<file path="src/rtl/ccap_pkg.sv">
package ccap_pkg;
  localparam int          LOC_W        = 3;
  localparam logic [2:0]  LOC_INDEX    = 3'd0;
  localparam logic [2:0]  LOC_CTRL     = 3'd1;
  localparam logic [2:0]  LOC_DLO      = 3'd2;
  localparam logic [2:0]  LOC_DHI      = 3'd3;
  localparam logic [2:0]  LOC_FLAG     = 3'd4;
  localparam int          CTRL_CAP_BIT = 0;
  localparam int          CTRL_IE_BIT  = 1;
endpackage

</file>
<file path="src/rtl/ccap_window.sv">
module ccap_window
  import ccap_pkg::*;
#(
  parameter  int NUM_CH = 4,
  parameter  int BYTE_W = 8,
  localparam int IDX_W  = $clog2(NUM_CH)
) (
  input  logic              clk,
  input  logic              arst_n,
  input  logic              wr_en,
  input  logic [LOC_W-1:0]  addr,
  input  logic [BYTE_W-1:0] wdata,
  output logic [IDX_W-1:0]  sel_idx_o,
  output logic [BYTE_W-1:0] shadow_o,
  output logic [NUM_CH-1:0] wr_ctrl_o,
  output logic [NUM_CH-1:0] wr_lo_o,
  output logic              wr_flag_o
);
  logic [IDX_W-1:0]  idx_q, idx_d;
  logic [BYTE_W-1:0] shadow_q, shadow_d;
  logic              idx_we, hi_we, lo_we, ctrl_we;

  assign idx_we    = wr_en && (addr == LOC_INDEX);
  assign ctrl_we   = wr_en && (addr == LOC_CTRL);
  assign lo_we     = wr_en && (addr == LOC_DLO);
  assign hi_we     = wr_en && (addr == LOC_DHI);
  assign wr_flag_o = wr_en && (addr == LOC_FLAG);

  always_comb begin
    idx_d    = idx_q;
    shadow_d = shadow_q;
    if (idx_we) idx_d    = wdata[IDX_W-1:0];
    if (hi_we)  shadow_d = wdata;
  end

  always_ff @(posedge clk or negedge arst_n) begin
    if (!arst_n) begin
      idx_q    <= '0;
      shadow_q <= '0;
    end else begin
      idx_q    <= idx_d;
      shadow_q <= shadow_d;
    end
  end

  for (genvar g = 0; g < NUM_CH; g++) begin : g_dec
    assign wr_ctrl_o[g] = ctrl_we && (idx_q == IDX_W'(g));
    assign wr_lo_o[g]   = lo_we   && (idx_q == IDX_W'(g));
  end

  assign sel_idx_o = idx_q;
  assign shadow_o  = shadow_q;

  // holding byte only moves on a data-high write
  a_r5_shadow_hold: assert property (@(posedge clk) disable iff (!arst_n)
    !hi_we |=> $stable(shadow_o));
  // pointer only moves on a pointer write
  a_r2_idx_hold: assert property (@(posedge clk) disable iff (!arst_n)
    !idx_we |=> $stable(sel_idx_o));
endmodule

</file>
<file path="src/rtl/ccap_channel.sv">
module ccap_channel
  import ccap_pkg::*;
#(
  parameter  int BYTE_W = 8,
  localparam int DATA_W = 2 * BYTE_W
) (
  input  logic              clk,
  input  logic              arst_n,
  input  logic              wr_ctrl,
  input  logic              wr_lo,
  input  logic [BYTE_W-1:0] wdata,
  input  logic [BYTE_W-1:0] shadow,
  input  logic              evt,
  input  logic [DATA_W-1:0] cap_val,
  output logic [BYTE_W-1:0] ctrl_o,
  output logic [DATA_W-1:0] data_o
);
  logic [BYTE_W-1:0] ctrl_q, ctrl_d;
  logic [DATA_W-1:0] data_q, data_d;
  logic              cap_mode;

  assign cap_mode = ctrl_q[CTRL_CAP_BIT];

  always_comb begin
    ctrl_d = ctrl_q;
    data_d = data_q;
    if (wr_ctrl) ctrl_d = wdata;
    if (cap_mode) begin
      if (evt) data_d = cap_val;
    end else if (wr_lo) begin
      data_d = {shadow, wdata};
    end
  end

  always_ff @(posedge clk or negedge arst_n) begin
    if (!arst_n) begin
      ctrl_q <= '0;
      data_q <= '0;
    end else begin
      ctrl_q <= ctrl_d;
      data_q <= data_d;
    end
  end

  assign ctrl_o = ctrl_q;
  assign data_o = data_q;

  // compare-mode commit of holding byte and written byte
  a_r4_commit: assert property (@(posedge clk) disable iff (!arst_n)
    (wr_lo && !ctrl_o[CTRL_CAP_BIT]) |=> (data_o == $past({shadow, wdata})));
  // capture-mode channels ignore data writes
  a_r6_cap_ignore: assert property (@(posedge clk) disable iff (!arst_n)
    (wr_lo && ctrl_o[CTRL_CAP_BIT] && !evt) |=> $stable(data_o));
  // capture strobe loads the timer value
  a_r9_capture: assert property (@(posedge clk) disable iff (!arst_n)
    (evt && ctrl_o[CTRL_CAP_BIT]) |=> (data_o == $past(cap_val)));
  // compare-mode strobe leaves data alone
  a_r9_cmp_keep: assert property (@(posedge clk) disable iff (!arst_n)
    (evt && !ctrl_o[CTRL_CAP_BIT] && !wr_lo) |=> $stable(data_o));
endmodule

</file>
<file path="src/rtl/ccap_flags.sv">
module ccap_flags #(
  parameter int NUM_CH = 4
) (
  input  logic              clk,
  input  logic              arst_n,
  input  logic [NUM_CH-1:0] evt,
  input  logic              wr_flag,
  input  logic [NUM_CH-1:0] clr_mask,
  input  logic [NUM_CH-1:0] ie,
  input  logic              glob_en,
  output logic [NUM_CH-1:0] flags_o,
  output logic              irq_o
);
  logic [NUM_CH-1:0] flags_q, flags_d, clr_eff;

  always_comb begin
    clr_eff = wr_flag ? clr_mask : '0;
    flags_d = (flags_q & ~clr_eff) | evt;
  end

  always_ff @(posedge clk or negedge arst_n) begin
    if (!arst_n) flags_q <= '0;
    else         flags_q <= flags_d;
  end

  assign flags_o = flags_q;
  assign irq_o   = glob_en && |(flags_q & ie);

  // a strobe always leaves its flag set, even against a clear
  a_r7_set_wins: assert property (@(posedge clk) disable iff (!arst_n)
    (|evt) |=> ((flags_o & $past(evt)) == $past(evt)));
  // write-one clear takes effect where no strobe collides
  a_r7_w1c: assert property (@(posedge clk) disable iff (!arst_n)
    wr_flag |=> ((flags_o & $past(clr_mask & ~evt)) == '0));
  // interrupt needs a set flag
  a_r8_irq_src: assert property (@(posedge clk) disable iff (!arst_n)
    irq_o |-> (|flags_o));
endmodule

</file>
<file path="src/rtl/ccap_regfile.sv">
module ccap_regfile
  import ccap_pkg::*;
#(
  parameter  int NUM_CH = 4,
  parameter  int BYTE_W = 8,
  localparam int DATA_W = 2 * BYTE_W,
  localparam int IDX_W  = $clog2(NUM_CH)
) (
  input  logic                     clk,
  input  logic                     rst_n,
  input  logic                     bus_wr,
  input  logic [LOC_W-1:0]         bus_addr,
  input  logic [BYTE_W-1:0]        bus_wdata,
  output logic [BYTE_W-1:0]        bus_rdata,
  input  logic [NUM_CH-1:0]        evt_strobe,
  input  logic [DATA_W-1:0]        cap_value,
  input  logic                     irq_en,
  output logic                     irq,
  output logic [NUM_CH-1:0]        chan_capture,
  output logic [NUM_CH*DATA_W-1:0] chan_data
);
  logic [1:0]        rst_sync_q;
  logic              arst_n;
  logic [IDX_W-1:0]  sel_idx;
  logic [BYTE_W-1:0] shadow;
  logic [NUM_CH-1:0] wr_ctrl, wr_lo, ie, flags;
  logic              wr_flag;
  logic [BYTE_W-1:0] ctrl_arr [NUM_CH];
  logic [DATA_W-1:0] data_arr [NUM_CH];

  always_ff @(posedge clk or negedge rst_n) begin
    if (!rst_n) rst_sync_q <= 2'b00;
    else        rst_sync_q <= {rst_sync_q[0], 1'b1};
  end
  assign arst_n = rst_sync_q[1];

  ccap_window #(.NUM_CH(NUM_CH), .BYTE_W(BYTE_W)) u_window (
    .clk(clk), .arst_n(arst_n), .wr_en(bus_wr), .addr(bus_addr),
    .wdata(bus_wdata), .sel_idx_o(sel_idx), .shadow_o(shadow),
    .wr_ctrl_o(wr_ctrl), .wr_lo_o(wr_lo), .wr_flag_o(wr_flag)
  );

  for (genvar c = 0; c < NUM_CH; c++) begin : g_ch
    ccap_channel #(.BYTE_W(BYTE_W)) u_ch (
      .clk(clk), .arst_n(arst_n), .wr_ctrl(wr_ctrl[c]), .wr_lo(wr_lo[c]),
      .wdata(bus_wdata), .shadow(shadow), .evt(evt_strobe[c]),
      .cap_val(cap_value), .ctrl_o(ctrl_arr[c]), .data_o(data_arr[c])
    );
    assign ie[c]                        = ctrl_arr[c][CTRL_IE_BIT];
    assign chan_capture[c]              = ctrl_arr[c][CTRL_CAP_BIT];
    assign chan_data[c*DATA_W +: DATA_W] = data_arr[c];
  end

  ccap_flags #(.NUM_CH(NUM_CH)) u_flags (
    .clk(clk), .arst_n(arst_n), .evt(evt_strobe), .wr_flag(wr_flag),
    .clr_mask(bus_wdata[NUM_CH-1:0]), .ie(ie), .glob_en(irq_en),
    .flags_o(flags), .irq_o(irq)
  );

  always_comb begin
    bus_rdata = '0;
    case (bus_addr)
      LOC_INDEX: bus_rdata = {{(BYTE_W-IDX_W){1'b0}}, sel_idx};
      LOC_CTRL:  bus_rdata = ctrl_arr[sel_idx];
      LOC_DLO:   bus_rdata = data_arr[sel_idx][BYTE_W-1:0];
      LOC_DHI:   bus_rdata = data_arr[sel_idx][DATA_W-1:BYTE_W];
      LOC_FLAG:  bus_rdata = {{(BYTE_W-NUM_CH){1'b0}}, flags};
      default:   bus_rdata = '0;
    endcase
  end

  // a data-high write alone moves no channel data
  a_r3_shadow_only: assert property (@(posedge clk) disable iff (!arst_n)
    (bus_wr && bus_addr == LOC_DHI && evt_strobe == '0) |=> $stable(chan_data));
  // interrupt never rises while globally disabled
  a_r8_glob_gate: assert property (@(posedge clk) disable iff (!arst_n)
    $rose(irq) |-> irq_en);
  // unused locations change no channel state
  a_r1_hole_write: assert property (@(posedge clk) disable iff (!arst_n)
    (bus_wr && bus_addr > LOC_FLAG && evt_strobe == '0) |=> ($stable(chan_data) && $stable(flags)));
endmodule

</file>
<file path="config.mk">
export PLATFORM = sky130hd
export DESIGN_NAME = ccap_regfile
export DESIGN_NICKNAME = d
export VERILOG_FILES = /design/src/rtl/ccap_pkg.sv /design/src/rtl/ccap_window.sv /design/src/rtl/ccap_channel.sv /design/src/rtl/ccap_flags.sv /design/src/rtl/ccap_regfile.sv
export SDC_FILE = /design/constraint.sdc
export NUM_CORES = 1
export LEC_CHECK = 0
export BUFFER_PORTS_ARGS = -buffer_cell sky130_fd_sc_hd__buf_2
export CAP_MARGIN = 20
export CORE_MARGIN = 2
export CORE_UTILIZATION = 58
export CTS_BUF_LIST = sky130_fd_sc_hd__clkbuf_8
export DETAILED_ROUTE_END_ITERATION = 10
export PLACE_DENSITY = 0.83
export SYNTH_ARGS = -nofsm -noshare
export SYNTH_HDL_FRONTEND = slang
export SYNTH_SLANG_ARGS = --single-unit
export TNS_END_PERCENT = 20
</file>
<file path="constraint.sdc">
create_clock -name clk -period 4.05 [get_ports clk]
set_input_delay 0.2025 -clock clk [delete_from_list [all_inputs] [get_ports clk]]
set_output_delay 0.2025 -clock clk [all_outputs]
set_load 0.03 [all_outputs]
</file>
# Word-level counts from Yosys, hierarchy flattened
# Cells that the tools add are included.
# word_totals
reg_bits	112
inputBits	35
output_inout_bits	77
word_cells	74
# classes
n_lt_le_gt_ge	1
n_eq_ne	11
n_mux	20
n_bitwise	5
reduce_logical	25
# op_table
operator	n
16-bit two-way mux	14
8-bit one-hot mux with 5 select lines	1
16-bit binary-select mux with 2-bit select	1
8-bit binary-select mux with 2-bit select	1
8-bit two-way mux	2
1-bit logical AND	14
4-bit AND	2
2-bit inequality test (second input constant)	4
2-bit AND reduction	4
2-bit nonzero test	4
3-bit by 2-bit equality test with 1-bit output (second input constant)	2
2-bit equality test (second input constant)	2
4-bit two-way mux	1
4-bit NOT	1
4-bit OR	1
4-bit OR reduction	1
3-bit by 1-bit equality test with 1-bit output (second input constant)	1
3-bit equality test (second input constant)	1
3-bit >= comparator (second input constant)	1
3-bit logical NOT	1
2-bit NOT with 3-bit output	1
2-bit by 1-bit equality test with 1-bit output (second input constant)	1
2-bit logical NOT	1

# Longest topological paths before layout
# depth
ltp_word	6
mapped_depth	6

# By module
# A second synthesis with hierarchy kept.
# hier_totals
cells_unflattened	495
hier_area_um2	6676.4
# by_module_without_submodules
mod	instances	cells_per_inst	area_each_um2	seq_area_each_um2
ccap_channel	4	87	1253.7	600.6
ccap_regfile	1	94	991.0	50.0
ccap_window	1	38	503.0	250.2
ccap_flags	1	15	167.7	100.1

# Worst setup path before layout
# OpenSTA, ideal clock, no wires.
# synth_timing
path_type	register to output
from	register u_window.idx_q[1], in the netlist u_window.sel_idx_o[1]
to	output bus_rdata[5]
arrival_ps	1814
slack_ps	2033
path_stages_with_launch	7
n_path_buf	2
path_cell_list	dfrtp_1 -> buf_4 -> buf_2 -> mux2i_1 -> a22oi_1 -> o221ai_1 -> o21ai_0
# synth_via
elab_chain_cells	5
# synth_lines
element	line	rtl
from (decl)	ccap_window.sv:19	logic [IDX_W-1:0] idx_q, idx_d;
from (signal assigned)	ccap_window.sv:41	idx_q <= idx_d;
2-bit NOT with 3-bit output (implied by the code) (*)	ccap_regfile.sv:64, ccap_regfile.sv:65, ccap_regfile.sv:66	
16-bit binary-select mux with 2-bit select or 8-bit binary-select mux with 2-bit select (tied branches)	ccap_regfile.sv:65, ccap_regfile.sv:66, ccap_regfile.sv:64	
16-bit two-way mux (implied by the code) or 8-bit two-way mux (tied branches) (2 in a row)	ccap_regfile.sv:66, ccap_regfile.sv:64	
8-bit one-hot mux with 5 select lines (*)	ccap_regfile.sv:62	case (bus_addr)
to (decl)	ccap_regfile.sv:14	output logic [BYTE_W-1:0] bus_rdata,
# Mark *: on every way between the ends. The rest lies on a longest branch, timed or not. The select of a mux whose other input is x is not followed.

# Worst setup path after layout
# layout_timing
from	register u_window.idx_q[0], in the netlist u_window.sel_idx_o[0]
to	output bus_rdata[0]
# layout_via
elab_chain_cells	5
# layout_lines
element	line
2-bit NOT with 3-bit output (implied by the code)	ccap_regfile.sv:64, ccap_regfile.sv:65, ccap_regfile.sv:66
16-bit binary-select mux with 2-bit select or 8-bit binary-select mux with 2-bit select (tied branches)	ccap_regfile.sv:65, ccap_regfile.sv:66, ccap_regfile.sv:64
16-bit two-way mux (implied by the code) or 8-bit two-way mux (tied branches) (2 in a row)	ccap_regfile.sv:66, ccap_regfile.sv:64
8-bit one-hot mux with 5 select lines (*)	ccap_regfile.sv:62
# Marks and branches as above.

==> results.md <==
- Number of optimization iterations in the first detailed-route pass: 5
- Sum of internal, switching and leakage power: 5.28 mW
- Total number of placement rows: 37
- Top area cells in the synthesized netlist: sky130_fd_sc_hd__dfrtp_1 (46%), sky130_fd_sc_hd__mux2i_1 (12%), sky130_fd_sc_hd__a21oi_2 (8.0%)
- Setup violators final: 0
- Post-Synthesis Cells: 496
- CP startpoint kind: flip-flop
- Routed WL: 15.7 mm
- Number of nets at the end of the flow: 623
- Kind of capture point of the worst setup path: primary output
- Outcome: completed
- Most frequent cell after synthesis: sky130_fd_sc_hd__dfrtp_1
- Clock tree from TritonCTS: built
- Worst ir drop on vdd: 395 uV
- Period utilisation layout: 70.0%
- Avg Cell Area, Syn: 12.3 um2
- Dominant register cell in the synthesized netlist: sky130_fd_sc_hd__dfrtp_1
- Slew margin rel.: 55.1%
- Cell types with the highest counts after synthesis: sky130_fd_sc_hd__dfrtp_1 (112), sky130_fd_sc_hd__mux2i_1 (76), sky130_fd_sc_hd__nor2_1 (67), sky130_fd_sc_hd__a21oi_2 (56), sky130_fd_sc_hd__mux2_2 (43)
- CTS clock-pin slew for the worst setup and hold paths: 0.11 ns
- Antenna Violating Nets Remaining: 0
- Number of global-route vias before repair: 4,417
- Routability congestion estimate from global placement: 0.873
- Pin count of the biggest net entering global routing: 87
- Dpl ws: 1.55 ns
- Class of the tightest hold or removal check: in2reg
- Number of pins with negative max-slew slack in the final report: 0
- Area of the placeable core: 0.0103 mm2
- Setup Crit Path Kind: reg2out
- Data required, critical path: 3.85 ns
- Number of design rule violations left after detail routing: 0
- Post-CTS setup-driven buffer insertion count: 0
- Total nets after synthesis: 531
- Setup repair after global routing missed its margin: false
- Total negative setup slack: 0 ns
- Actual slew at the worst max-slew pin: 0.668 ns
- Power per cell area: 771 mW/mm2
- Remaining global-route overflow: 0
- Cell taking the most area after synthesis: sky130_fd_sc_hd__dfrtp_1
- CTS Buffer Depth: 2
- Cell area after technology mapping: 0.00611 mm2
- Die Outline Area: 0.0114 mm2
- Final hold violation count: 0
- Clock Latency Late Sink: 0.39 ns
- Sequential element share of the synthesized area: 45.8%
- Level count of the clock H-tree: 3
- Antenna violations before repair: 0
- Achievable frequency: 353 MHz
- Number of enable flip-flop cells after synthesis: 0
- Root buf cell: sky130_fd_sc_hd__clkbuf_8
- Flip-flop and latch count after synthesis: 112
- Area added between synthesis and finish: 12.0%
- Unique masters post-synth: 40
- Hpwl dp: 11.0 mm
- Util after Layout: 66.7%
- Top fanout value on the critical path: 16
- Layout cell share with drive strength beyond 1: 43.6%
- Starting Density: 59.5%
- Leakage power: 2.95 nW
- Yosys warning total: 0
- DR iter-0 viols: 280
- CP Data Arrival Time: 2.63 ns
- Wire length of the first global-routing pass: 24.4 mm
- Number of violations of the max-capacitance limit: 0
- Setup skew after layout: 0.00955 ns
- Number of antenna cells inserted: 0
- Cts bufs inserted: 9
- Top-area cell type share of the netlist area: 45.8%
- Via-per-instance ratio: 6.07
- Fin worst setup slack: 1.21 ns
- Wire length per cell after detailed routing: 21.5 um
- Total global-route track usage: 28.5%
- Die Y-Extent: 107 um
- Count of input and output buffers: 111
- Tightest hold margin: 0.0360 ns
- Number of primary I/O pins: 112
- Async set-reset flop share out of synthesis: 100%
- TritonCTS Sinks: 112
- Width of the die: 107 um
- Final critical delay including setup and external delays: 2.84 ns
- Routed via count: 4,421
## through the flow
step	instance area, um2	std cells
5_1_grt	6850	728
4_1_cts	6820	727
3_5_place_dp	6630	711
6_report	6850	728
2_1_floorplan	6110	496
3_3_place_gp	6630	711
## what timing repair did
item | CTS | global route
resized for setup | 0 | 0
hold endpoints to repair | 2 | 0
hold buffers | 1 | 0
## routing by layer
metal  up-vias  routed length [um]  track usage (%)  part of all wire (%)
met2       223                7560             45.1                    48
met3        51                1130             6.44                   7.2
met1      2177                6360             37.5                    41
met4         0                 620             13.1                   4.0
met5         -                   0                0                     0
li1       1970                   -                -                     -
## logic make-up after synthesis
group / after synthesis / synth area share [%]
AO/OA/AOI/OAI: 97 / 13.9
buffers and inverters: 45 / 4.93
flip-flops: 112 / 45.8
multiplexers: 138 / 27.4
other: 1 / 0.0613
AND/OR/NAND/NOR: 103 / 7.86
## final timing paths
kind / from / end / slack [ns] / depth (start not counted)
max in group asynchronous: rst_sync_q[1]$_DFF_PN0_ / g_ch[1].u_ch.data_o[8]$_DFFE_PN0P_ / 3.07 / 1
worst max-delay path: u_window.sel_idx_o[0]$_DFFE_PN0P_ / bus_rdata[0] / 1.21 / 4
worst max register to register: u_window.sel_idx_o[0]$_DFFE_PN0P_ / g_ch[3].u_ch.ctrl_o[4]$_DFFE_PN0P_ / 1.52 / 4
min in group asynchronous: rst_n / rst_sync_q[1]$_DFF_PN0_ / 0.11 / 2
worst min register to register: rst_sync_q[1]$_DFF_PN0_ / u_window.shadow_o[5]$_DFFE_PN0P_ / 0.27 / 0
worst min-delay path: evt_strobe[1] / u_flags.flags_o[1]$_DFF_PN0_ / 0.04 / 2
## registers in the layout, indices dropped and copies added, names as in the netlist
| register | flops |
|---|---|
| u_window.shadow_o | 8 |
| u_window.sel_idx_o | 2 |
| g_ch.u_ch.data_o | 64 |
| rst_sync_q | 2 |
| u_flags.flags_o | 4 |
| g_ch.u_ch.ctrl_o | 32 |
## critical path, cell delays in order (launching register included)
cell and delay, ns:
sky130_fd_sc_hd__dfrtp_1 0.77, sky130_fd_sc_hd__buf_4 0.39, sky130_fd_sc_hd__mux4_2 0.55, sky130_fd_sc_hd__a221o_1 0.34, sky130_fd_sc_hd__buf_2 0.18
## report_power, final
group / leakage, nW / switching [mW] / internal [mW] / total [mW]
Sequential: 1.30 / 0.453 / 1.56 / 2.01
Combinational: 1.57 / 1.64 / 0.986 / 2.63
Clock: 0.0878 / 0.386 / 0.256 / 0.641
## area by class of cell
type / count / area [um2]
well taps: 136 / 170
clock inverters: 4 / 28.8
flip-flops and latches: 112 / 2810
repair buffers: 124 / 676
clock buffers: 11 / 151
multi-input cells: 339 / 3010
fillers: 790 / 3430
inverters: 2 / 7.51
## cell usage in the layout, fill, tap and decap left out, types with 5 or more instances in the layout
master | netlist | final
sky130_fd_sc_hd__buf_4 | 9 | 11
sky130_fd_sc_hd__mux4_1 | 7 | 7
sky130_fd_sc_hd__a21oi_2 | 56 | 56
sky130_fd_sc_hd__buf_2 | 13 | 111
sky130_fd_sc_hd__nand2_1 | 17 | 17
sky130_fd_sc_hd__mux2_2 | 43 | 43
sky130_fd_sc_hd__nor2_1 | 67 | 67
sky130_fd_sc_hd__dfrtp_1 | 112 | 111
sky130_fd_sc_hd__a22oi_1 | 5 | 5
sky130_fd_sc_hd__mux4_2 | 10 | 10
sky130_fd_sc_hd__a21oi_1 | 9 | 9
sky130_fd_sc_hd__clkbuf_8 | 0 | 11
sky130_fd_sc_hd__mux2i_1 | 76 | 76
sky130_fd_sc_hd__o21ai_0 | 7 | 7
(Power assumes the default switching activity.)
